**src/rtl/sclk_div_pkg.sv**
```systemverilog
package sclk_div_pkg;
   // control-word field positions (decoded by neighbouring logic)
   localparam int unsigned CW_BSEL   = 16;
   localparam int unsigned CW_FSEL   = 17;
   localparam int unsigned CW_POL    = 19;
   localparam int unsigned CW_OVR    = 29;
   localparam int unsigned CW_EN     = 31;
   localparam int unsigned FSEL_W    = 2;
   localparam int unsigned FSEL_LEGAL = 3;

   typedef struct packed {
      logic              en;
      logic              bsel;
      logic [FSEL_W-1:0] fsel;
      logic              fall_pol;
      logic              stop;
   } sclk_cfg_t;
endpackage

```
**src/rtl/sclk_cfg_sel.sv**
```systemverilog
module sclk_cfg_sel
   import sclk_div_pkg::*;
(
   input  logic [31:0]       ctl_word,
   input  logic              aud_bdiv_sel,
   input  logic [FSEL_W-1:0] aud_fdiv_sel,
   input  logic              aud_fall_pol,
   output sclk_cfg_t         cfg
);
   logic              ovr;
   logic [FSEL_W-1:0] fsel_w;

   assign ovr    = ctl_word[CW_OVR];
   assign fsel_w = ovr ? ctl_word[CW_FSEL +: FSEL_W] : aud_fdiv_sel;

   always_comb begin
      cfg.en       = ctl_word[CW_EN];
      cfg.bsel     = ovr ? ctl_word[CW_BSEL] : aud_bdiv_sel;
      cfg.fsel     = fsel_w;
      cfg.fall_pol = ovr ? ctl_word[CW_POL] : aud_fall_pol;
      cfg.stop     = (32'(fsel_w) >= FSEL_LEGAL);
   end
endmodule

```
**src/rtl/sclk_bit_div.sv**
```systemverilog
module sclk_bit_div #(
   parameter int unsigned BSEL_W = 1
) (
   input  logic              clk,
   input  logic              rst_n,
   input  logic              en,
   input  logic              tick,
   input  logic [BSEL_W-1:0] bsel,
   output logic              rise_nxt,
   output logic              fall_nxt,
   output logic              bclk,
   output logic              rise,
   output logic              fall
);
   localparam int unsigned MAX_HALF = 1 << ((1 << BSEL_W) - 1);
   localparam int unsigned CNT_W    = (MAX_HALF > 1) ? $clog2(MAX_HALF) : 1;

   initial begin : p_param_chk
      assert (BSEL_W >= 1 && BSEL_W <= 3) else $error("BSEL_W out of range");
   end

   logic [CNT_W-1:0] cnt;
   logic [CNT_W-1:0] half_m1;
   logic             wrap;

   assign half_m1  = CNT_W'((1 << bsel) - 1);
   assign wrap     = en && tick && (cnt >= half_m1);
   assign rise_nxt = wrap && !bclk;
   assign fall_nxt = wrap && bclk;

   always_ff @(posedge clk) begin
      if (!rst_n || !en) begin
         cnt  <= '0;
         bclk <= 1'b0;
         rise <= 1'b0;
         fall <= 1'b0;
      end else begin
         rise <= rise_nxt;
         fall <= fall_nxt;
         if (wrap) begin
            cnt  <= '0;
            bclk <= ~bclk;
         end else if (tick) begin
            cnt <= cnt + 1'b1;
         end
      end
   end

   // the bit clock moves only after a master tick or on disable
   a_r9_tick_only: assert property (@(posedge clk) disable iff (!rst_n)
      (bclk != $past(bclk)) |-> ($past(tick) || !$past(en)));
   // rise and fall strobes are never high together
   a_r8_strobe_excl: assert property (@(posedge clk) disable iff (!rst_n)
      $onehot0({rise, fall}));
   // a rise strobe means the level went from low to high
   a_r8_rise_level: assert property (@(posedge clk) disable iff (!rst_n)
      rise |-> (bclk && !$past(bclk)));
endmodule

```
**src/rtl/sclk_frame_div.sv**
```systemverilog
module sclk_frame_div #(
   parameter int unsigned FRAME_MIN = 32,
   parameter int unsigned FSEL_W    = 2,
   parameter int unsigned N_LEGAL   = 3
) (
   input  logic              clk,
   input  logic              rst_n,
   input  logic              en,
   input  logic              stop,
   input  logic              step,
   input  logic [FSEL_W-1:0] fsel,
   output logic              fclk,
   output logic              fedge
);
   localparam int unsigned HALF_MAX = (FRAME_MIN / 2) << (N_LEGAL - 1);
   localparam int unsigned CNT_W    = $clog2(HALF_MAX);

   initial begin : p_param_chk
      assert (FRAME_MIN >= 4 && (FRAME_MIN & (FRAME_MIN - 1)) == 0)
         else $error("FRAME_MIN must be a power of two >= 4");
      assert (N_LEGAL >= 1 && N_LEGAL <= (1 << FSEL_W))
         else $error("N_LEGAL does not fit FSEL_W");
   end

   logic [CNT_W-1:0] cnt;
   logic [CNT_W-1:0] half_m1;

   assign half_m1 = CNT_W'(((FRAME_MIN / 2) << fsel) - 1);

   always_ff @(posedge clk) begin
      if (!rst_n || !en || stop) begin
         cnt   <= '0;
         fclk  <= 1'b0;
         fedge <= 1'b0;
      end else begin
         fedge <= 1'b0;
         if (step) begin
            if (cnt >= half_m1) begin
               cnt   <= '0;
               fclk  <= ~fclk;
               fedge <= 1'b1;
            end else begin
               cnt <= cnt + 1'b1;
            end
         end
      end
   end

   // an illegal select leaves the frame clock low
   a_r4_stop_low: assert property (@(posedge clk) disable iff (!rst_n)
      stop |=> !fclk);
   // the frame clock toggles only on a counted bit-clock edge
   a_r3_step_only: assert property (@(posedge clk) disable iff (!rst_n)
      fedge |-> $past(step));
endmodule

```
**src/rtl/serial_clk_div.sv**
```systemverilog
module serial_clk_div
   import sclk_div_pkg::*;
#(
   parameter int unsigned FRAME_MIN = 32
) (
   input  logic              clk,
   input  logic              rst_n,
   input  logic              mclk_tick,
   input  logic [31:0]       ctl_word,
   input  logic              aud_bdiv_sel,
   input  logic [FSEL_W-1:0] aud_fdiv_sel,
   input  logic              aud_fall_pol,
   output logic              bclk_o,
   output logic              bclk_rise_o,
   output logic              bclk_fall_o,
   output logic              fclk_o,
   output logic              fclk_edge_o
);
   sclk_cfg_t cfg;
   logic      rise_nxt, fall_nxt, step;

   sclk_cfg_sel i_cfg (
      .ctl_word     (ctl_word),
      .aud_bdiv_sel (aud_bdiv_sel),
      .aud_fdiv_sel (aud_fdiv_sel),
      .aud_fall_pol (aud_fall_pol),
      .cfg          (cfg)
   );

   sclk_bit_div #(.BSEL_W(1)) i_bit (
      .clk      (clk),
      .rst_n    (rst_n),
      .en       (cfg.en),
      .tick     (mclk_tick),
      .bsel     (cfg.bsel),
      .rise_nxt (rise_nxt),
      .fall_nxt (fall_nxt),
      .bclk     (bclk_o),
      .rise     (bclk_rise_o),
      .fall     (bclk_fall_o)
   );

   assign step = cfg.fall_pol ? fall_nxt : rise_nxt;

   sclk_frame_div #(.FRAME_MIN(FRAME_MIN), .FSEL_W(FSEL_W), .N_LEGAL(FSEL_LEGAL)) i_frame (
      .clk   (clk),
      .rst_n (rst_n),
      .en    (cfg.en),
      .stop  (cfg.stop),
      .step  (step),
      .fsel  (cfg.fsel),
      .fclk  (fclk_o),
      .fedge (fclk_edge_o)
   );

   // disable drives both clocks low on the next cycle
   a_r5_off_low: assert property (@(posedge clk) disable iff (!rst_n)
      !ctl_word[CW_EN] |=> (!bclk_o && !fclk_o));
   // a counted frame toggle sits on the bit-clock edge picked by polarity
   a_r6_edge_pol: assert property (@(posedge clk) disable iff (!rst_n)
      fclk_edge_o |-> ($past(cfg.fall_pol) ? bclk_fall_o : bclk_rise_o));
   // any frame-clock change without a strobe is a forced return to low
   a_r8_fclk_forced: assert property (@(posedge clk) disable iff (!rst_n)
      ((fclk_o != $past(fclk_o)) && !fclk_edge_o) |-> !fclk_o);
endmodule

```
**config.mk**
```make
export PLATFORM = sky130hd
export DESIGN_NAME = serial_clk_div
export DESIGN_NICKNAME = d
export VERILOG_FILES = /design/src/rtl/sclk_div_pkg.sv /design/src/rtl/sclk_cfg_sel.sv /design/src/rtl/sclk_bit_div.sv /design/src/rtl/sclk_frame_div.sv /design/src/rtl/serial_clk_div.sv
export SDC_FILE = /design/constraint.sdc
export NUM_CORES = 1
export LEC_CHECK = 0
export BUFFER_PORTS_ARGS = -buffer_cell sky130_fd_sc_hd__buf_4
export CAP_MARGIN = 20
export CORE_UTILIZATION = 46
export CTS_BUF_LIST = sky130_fd_sc_hd__clkbuf_8
export DETAILED_ROUTE_END_ITERATION = 8
export PLACE_DENSITY_LB_ADDON = 0.05
export REMOVE_ABC_BUFFERS = 1
export SYNTH_ARGS = -nofsm -noshare
export SYNTH_HDL_FRONTEND = slang
export SYNTH_SLANG_ARGS = --single-unit
```
**constraint.sdc**
```tcl
create_clock -name clk -period 2.49 [get_ports clk]
set_input_delay 0.1245 -clock clk [delete_from_list [all_inputs] [get_ports clk]]
set_output_delay 0.1245 -clock clk [all_outputs]
set_load 0.01 [all_outputs]
```
==> results.yml, run 1 <==
finish:
  layout.area.seq_um2: 240
  nFillCells: 115
  ratio_of_cells_with_drive_above_1_in_the_final_layout: 0.307
  layout.cell_area.non_filler_um2: 856
  multi_input_comb_area_um2: 413
  finalNetCount: 132
  final_core_util: 0.634
  n_antenna_cell: 0
  syn_to_final_growth_pct: 24.4
critical_path:
  cp_max_fo: 5
  timing.critical_path.arrival_ps: 1760
  critPathMaxStageDelay_ps: 410
  startpoint_type: "flip-flop"
  timing.rr.end: "i_frame.fclk"
  worst_r2r_path_depth: 5
  critical-path-top-delay-family: "simple AND/OR/NAND/NOR gates"
  ff2ff_setup_slack_ps: 900
  critical_path_class: "reg -> reg"
  cp_slowest_cell: "sky130_fd_sc_hd__or4_1"
  critical_path.n_buffers_inverters: 0
  timing.critical_path.required_ps: 2660
  rr_startpoint: "i_frame.cnt[0]"
  critPathCaptureType: "flip-flop"
  crit_path_cell_trace: "ha_1 -> nand3_1 -> o21a_1 -> or4_1 -> a21boi_1"
clock_network:
  cts-hold-fix-buffers: 0
  cts_sinks: 12
  cts-buffers-inserted: 3
  tritoncts: "yes"
  cts_root_buf: "sky130_fd_sc_hd__clkbuf_8"
  clock_tree.htree_level_count: 1
  clock_latency_ps: 230
  max-clock-path-buffers: 2
  postCtsSetupBuffers: 0
  post_cts_resize_count: 0
  path_clk_slew_ps: 50
sta:
  skew_ps: 1.19
  max_slew.worst_pin.slew_ps: 699
  rsz0062_at_grt: "no"
  report.final.setup_viol: 0
  post-route-min-period_ps: 1590
  timing.final.hold_violations: 0
  finalSetupTns_ps: 0
  final-max-slew-violation-count: 0
  timing.fmax_ghz: 0.628
  min_period_over_period: 0.640
  timing.slew.headroom: 0.533
synthesis:
  post_synth_top_area_share: 0.349
  ys_types: 30
  post-synth-top-area-cell: "sky130_fd_sc_hd__dfxtp_1"
  synth-main-ff-cell: "sky130_fd_sc_hd__dfxtp_1"
  synth_cells: 70
  syn_area_per_cell_um2: 9.83
  synth-seq-area-share: 0.349
  seq_cells_post_synth: 12
  post_synthesis_async_set_or_reset_flop_share: 0
  post_synth_edffs: 0
  netlist_area_um2: 688
  yosysWarnings: 0
  yosys-top-cells-area: "sky130_fd_sc_hd__dfxtp_1, sky130_fd_sc_hd__ha_1, sky130_fd_sc_hd__o31ai_1"
floorplan:
  initial_core_utilization: 0.510
  die_height_um: 40.7
  die-area_um2: 1650
  die_w_um: 40.7
  std_cell_rows: 13
  core_um2: 1350
  ioPinCount: 44
placement:
  dpl_cell_area_um2: 807
  gpl.final_weighted_congestion: 0.688
  io_buffers: 17
  hpwl_um: 943
global_route:
  grt.total_usage: 0.182
  antenna_violations_before_repair: 0
  grt-ovfl-total: 0
  grt_pass1_wl_um: 1930
  first_global_vias: 474
  largest_net_degree_at_the_start_of_global_routing: 18
pwr:
  worst_ir_drop_vdd_v: 0.000288
  power_per_cell_area_nw_per_um2: 501
  leakage_nw: 0.335
route:
  detailed_routing_wirelength_on_met1_um: 634
  dr_total_vias: 573
  highest-signal-layer: "met3"
  dr_pass1_iterations: 4
  drt.antenna.violating_nets: 0
  drc: 0
  detailedRoute.firstIterationViolations: 10
  route.detailed.vias_per_inst: 5.56
  route.met2.wl_um: 566
  drt-wirelength-per-cell_um: 12.5
  routed_wl_um: 1280
  routed-wl-met3_um: 82
worst_hold_path:
  hold_path_class: "in -> reg"
  startpoint_of_the_lowest_slack_hold_path: "mclk_tick"
  worstHoldEndpoint: "i_bit.cnt"
  hold_depth: 3
run:
  max-cap-violations: 0
outcome:
  status: "completed"
[kinds of logic (layout without fill, tap and decap cells)]
| kind of cell | count (synthesis) | count (layout) | synth area share |
|---|---|---|---|
| simple gates | 22 | 22 | 0.193 |
| compound gates | 21 | 21 | 0.231 |
| flops | 12 | 12 | 0.349 |
| mux | 5 | 5 | 0.0964 |
| buf+inv | 5 | 23 | 0.0509 |
| fa+ha+maj | 3 | 3 | 0.0546 |
| xor+xnor | 2 | 2 | 0.0255 |
[stage by stage]
| step | std cells | worst slack (ps) | hold WS [ps] | power (mW) |
|---|---|---|---|---|
| after floorplan | 67 | 1020 | 276 | 0.231 |
| after global placement | 99 | 740 | 401 | 0.258 |
| after detailed placement | 99 | 759 | 415 | 0.258 |
| after CTS | 102 | 862 | 174 | 0.432 |
| after global routing | 103 | 785 | 203 | 0.451 |
| final | 103 | 897 | 180 | 0.429 |
[layout make-up]
cell class	instances	area share
inverters	2	0.00877
well taps	15	0.0219
flip-flops and latches	12	0.281
clock buffers	3	0.0482
multi-input cells	53	0.482
repair buffers	18	0.158
[registers in the layout (all words and copies together) (netlist names)]
register and cells:
i_bit.cnt 1, i_bit.rise 1, i_frame.fclk 1, i_bit.fall 1, i_frame.fedge 1, i_frame.cnt 6
i_bit.bclk 1
[placed cells by master (no fill, tap or decap), types with 3 or more instances in the layout]
master / Yosys / final
sky130_fd_sc_hd__buf_4: 0 / 18
sky130_fd_sc_hd__dfxtp_1: 12 / 12
sky130_fd_sc_hd__a21oi_1: 7 / 7
sky130_fd_sc_hd__nand2_1: 5 / 5
sky130_fd_sc_hd__o31ai_1: 5 / 5
sky130_fd_sc_hd__or4_1: 4 / 4
sky130_fd_sc_hd__mux2i_1: 3 / 3
sky130_fd_sc_hd__nand3_1: 3 / 3
sky130_fd_sc_hd__ha_1: 3 / 3
sky130_fd_sc_hd__clkbuf_8: 0 / 3
[worst max-delay path by stage]
| stage | from | to | cells past startpoint |
|---|---|---|---|
| global route | i_frame.cnt[0] | i_frame.fclk | 5 |
| CTS | i_bit.bclk | i_frame.cnt[2] | 3 |
| global placement | ctl_word[29] | i_frame.cnt[2] | 5 |
| detailed placement | ctl_word[29] | i_frame.cnt[2] | 5 |
| finish | i_frame.cnt[0] | i_frame.fclk | 5 |
| floorplan | ctl_word[29] | i_frame.fclk | 7 |
[layer usage]
layer	up-vias	GRT usage
met5	-	0
met4	0	0.0750
met3	0	0.0652
met2	15	0.274
met1	255	0.234
li1	303	-
[synthesized netlist by cell type (all sizes together), types with 3 or more instances]
| cell type | count |
|---|---|
| nand3 | 3 |
| nand2 | 5 |
| dfxtp | 12 |
| or4 | 5 |
| a21oi | 8 |
| mux2i | 5 |
| buf | 3 |
| o31ai | 6 |
| ha | 3 |
[report_power, final]
part           switching (mW)  internal, mW  total [mW]  leakage, nW
combinational          0.0313        0.0299      0.0613        0.216
sequential            0.00165         0.194       0.196       0.0968
clock                  0.0657         0.106       0.172       0.0216
total                  0.0987         0.330       0.429        0.335
[tightest hold or removal path, delay by kind of cell]
kind                   cells  cell delay [ps]
AND/OR/NAND/NOR            1               80
multiplexers               1               70
buffers and inverters      1              100
(Power assumes the default switching activity.)
==> inputs of run 2 (changes only) <==
- CORE_UTILIZATION: 46 -> 39
- clock period: 2.49 -> 1.36 ns (I/O delays scaled with it)
==> run 2 against run 1 <==
- register-to-register slack got worse by 980 ps
- final area increased by 27%
- sequential power increased by 82%
- power increased by 110%
- the flow now finishes with violations (negative setup slack)
- clock skew increased by 0.52 ps
- count of clock-buffer cells in the layout increased by 1
- critical path depth unchanged
- core utilization increased by 5.4 points
- highest routed layer unchanged
- via count increased by 12%
- largest power group is now the clock network
- global-route usage increased by 0.21 points
- non-clock buffer count increased by 17
- maximum frequency increased by 10%
==> results.yml, run 2 (synthesis gave the netlist of run 1 again) <==
sta:
  timing.final.hold_violations: 0
  fin_ws_ps: -87.9
  report.final.setup_viol: 7
  min_period_over_period: 1.06
  skew_ps: 1.71
  timing.slew.headroom: 0.745
  post-route-min-period_ps: 1450
  rsz0062_at_grt: "yes"
  max_slew.worst_pin.slew_ps: 380
  holdWs_ps: 120
  final-max-slew-violation-count: 0
  timing.fmax_ghz: 0.691
finish:
  biggest_register: "i_frame.cnt"
  most-common-layout-cells: "sky130_fd_sc_hd__buf_4, sky130_fd_sc_hd__dfxtp_1, sky130_fd_sc_hd__a21oi_1"
  most_common_cell_after_layout_fill_and_taps_aside: "sky130_fd_sc_hd__buf_4"
  n_antenna_cell: 0
  finalNetCount: 149
  multi_input_comb_area_um2: 482
  largest_reg_flops: 6
  syn_to_final_growth_pct: 57.6
  final-instance-count-excl-fill: 122
  ratio_of_cells_with_drive_above_1_in_the_final_layout: 0.528
  nFillCells: 131
  layout.area.seq_um2: 245
  layout.cell_area.non_filler_um2: 1080
pwr:
  internal-power_mw: 0.700
  clockPowerShare: 0.431
  comb_power_share: 0.179
  leakage_nw: 0.427
  switching_power_mw: 0.214
  switching_share: 0.234
  power_per_cell_area_nw_per_um2: 843
  sequentialPowerShare: 0.391
  worst_ir_drop_vdd_v: 0.000794
floorplan:
  ioPinCount: 44
  die-area_um2: 1940
  core_um2: 1580
  initial_core_utilization: 0.437
  die_height_um: 44.0
  std_cell_rows: 14
  die_w_um: 44.0
critical_path:
  timing.critical_path.arrival_ps: 1620
  ff2ff_setup_slack_ps: -90
  critical_path.n_buffers_inverters: 0
  crit_path_cell_trace: "ha_4 -> nand2_2 -> o21a_1 -> or4_1 -> a21boi_1"
  timing.rr.end: "i_frame.fclk"
  cp_slowest_cell: "sky130_fd_sc_hd__or4_1"
  timing.critical_path.to: "i_frame.fclk"
  critPathLaunch: "i_frame.cnt[5]"
  worstSetupPathDepth: 5
  rr_startpoint: "i_frame.cnt[5]"
  worst_r2r_path_depth: 5
  critPathCaptureType: "flip-flop"
  critPathMaxStageDelay_ps: 410
  critical-path-top-delay-family: "simple AND/OR/NAND/NOR gates"
  critical_path_class: "reg -> reg"
  timing.critical_path.required_ps: 1540
  cp_max_fo: 3
  startpoint_type: "flip-flop"
clock_network:
  max-clock-path-buffers: 2
  path_clk_slew_ps: 60
  clock_tree.htree_level_count: 1
  cts-buffers-inserted: 3
  cts_sinks: 12
  tritoncts: "yes"
  cts-hold-fix-buffers: 0
  clock_latency_ps: 240
  cts_root_buf: "sky130_fd_sc_hd__clkbuf_8"
route:
  drt.antenna.violating_nets: 0
  detailedRoute.firstIterationViolations: 15
  route.detailed.vias_per_inst: 5.27
  dr_pass1_iterations: 6
  dr_total_vias: 643
  routed_wl_um: 1620
  drc: 0
  drt-wirelength-per-cell_um: 13.2
placement:
  gpl.final_weighted_congestion: 0.746
  dpl_cell_area_um2: 948
  place_inst: 117
  hpwl_um: 1220
  io_buffers: 17
  place_worst_setup_slack_ps: -289
outcome:
  status: "finished, violations left"
  violations: "negative setup slack"
global_route:
  grt.total_usage: 0.184
  grt-ovfl-total: 0
  first_global_vias: 584
  largest_net_degree_at_the_start_of_global_routing: 15
  grt_pass1_wl_um: 2570
  antenna_violations_before_repair: 0
worst_hold_path:
  hold_path_class: "in -> reg"
run:
  max-cap-violations: 0
[run 2: cell types whose count changed in the layout (fill, tap and decap cells not counted), sizes merged]
cell | before | now
clkbuf | 3 | 4
buf | 18 | 35
[run 2: power groups by stage]
stage	clock, mW	sequential, mW	combinational, mW
5_1_grt	0.413	0.357	0.178
4_1_cts	0.400	0.357	0.153
3_5_place_dp	0	0.364	0.145
2_1_floorplan	0	0.365	0.0580
6_report	0.394	0.357	0.163
3_3_place_gp	0	0.364	0.144
[run 2: per-layer routing]
metal / wire (um) / share of wire / vias up / global-route usage
met5: 0 / 0 / - / 0
met4: 0 / 0 / 0 / 0.0727
met3: 63 / 0.039 / 0 / 0.0500
met2: 787 / 0.49 / 13 / 0.279
met1: 766 / 0.47 / 289 / 0.247
li1: - / - / 341 / -
[run 2: worst min path at each step]
stage	startpoint	endpoint	slack, ps	cells after the start
final	mclk_tick	i_bit.cnt	120	3
after global routing	mclk_tick	i_bit.cnt	150	3
after CTS	mclk_tick	i_bit.cnt	110	3
after detailed placement	mclk_tick	i_bit.cnt	350	3
after global placement	mclk_tick	i_bit.cnt	340	3
after floorplan	mclk_tick	i_bit.cnt	220	2
[run 2: per-stage QoR]
step	power, mW	setup TNS, ps	util
after detailed placement	0.509	-1580	0.602
after CTS	0.910	-272	0.659
final	0.914	-394	0.688
after floorplan	0.423	-362	-
after global routing	0.949	-795	0.688
after global placement	0.507	-1280	0.602
[run 2: final cells by class]
type	instances	share of cell area
Clock buffer	4	0.0507
Tap cell	16	0.0185
Sequential cell	12	0.226
Inverter	2	0.00692
Multi-Input combinational cell	53	0.444
Timing Repair Buffer	35	0.254
[run 2: timing repair]
action	CTS	global route
setup endpoints to repair	7	8
pin swaps	3	2
gates resized for setup	5	9
buffers inserted	1	0
[run 2: worst reg2reg max path: stages (launching register included)]
cell and delay (ps):
sky130_fd_sc_hd__dfxtp_2 330, sky130_fd_sc_hd__ha_4 270, sky130_fd_sc_hd__nand2_2 40, sky130_fd_sc_hd__o21a_1 210
sky130_fd_sc_hd__or4_1 410, sky130_fd_sc_hd__a21boi_1 130
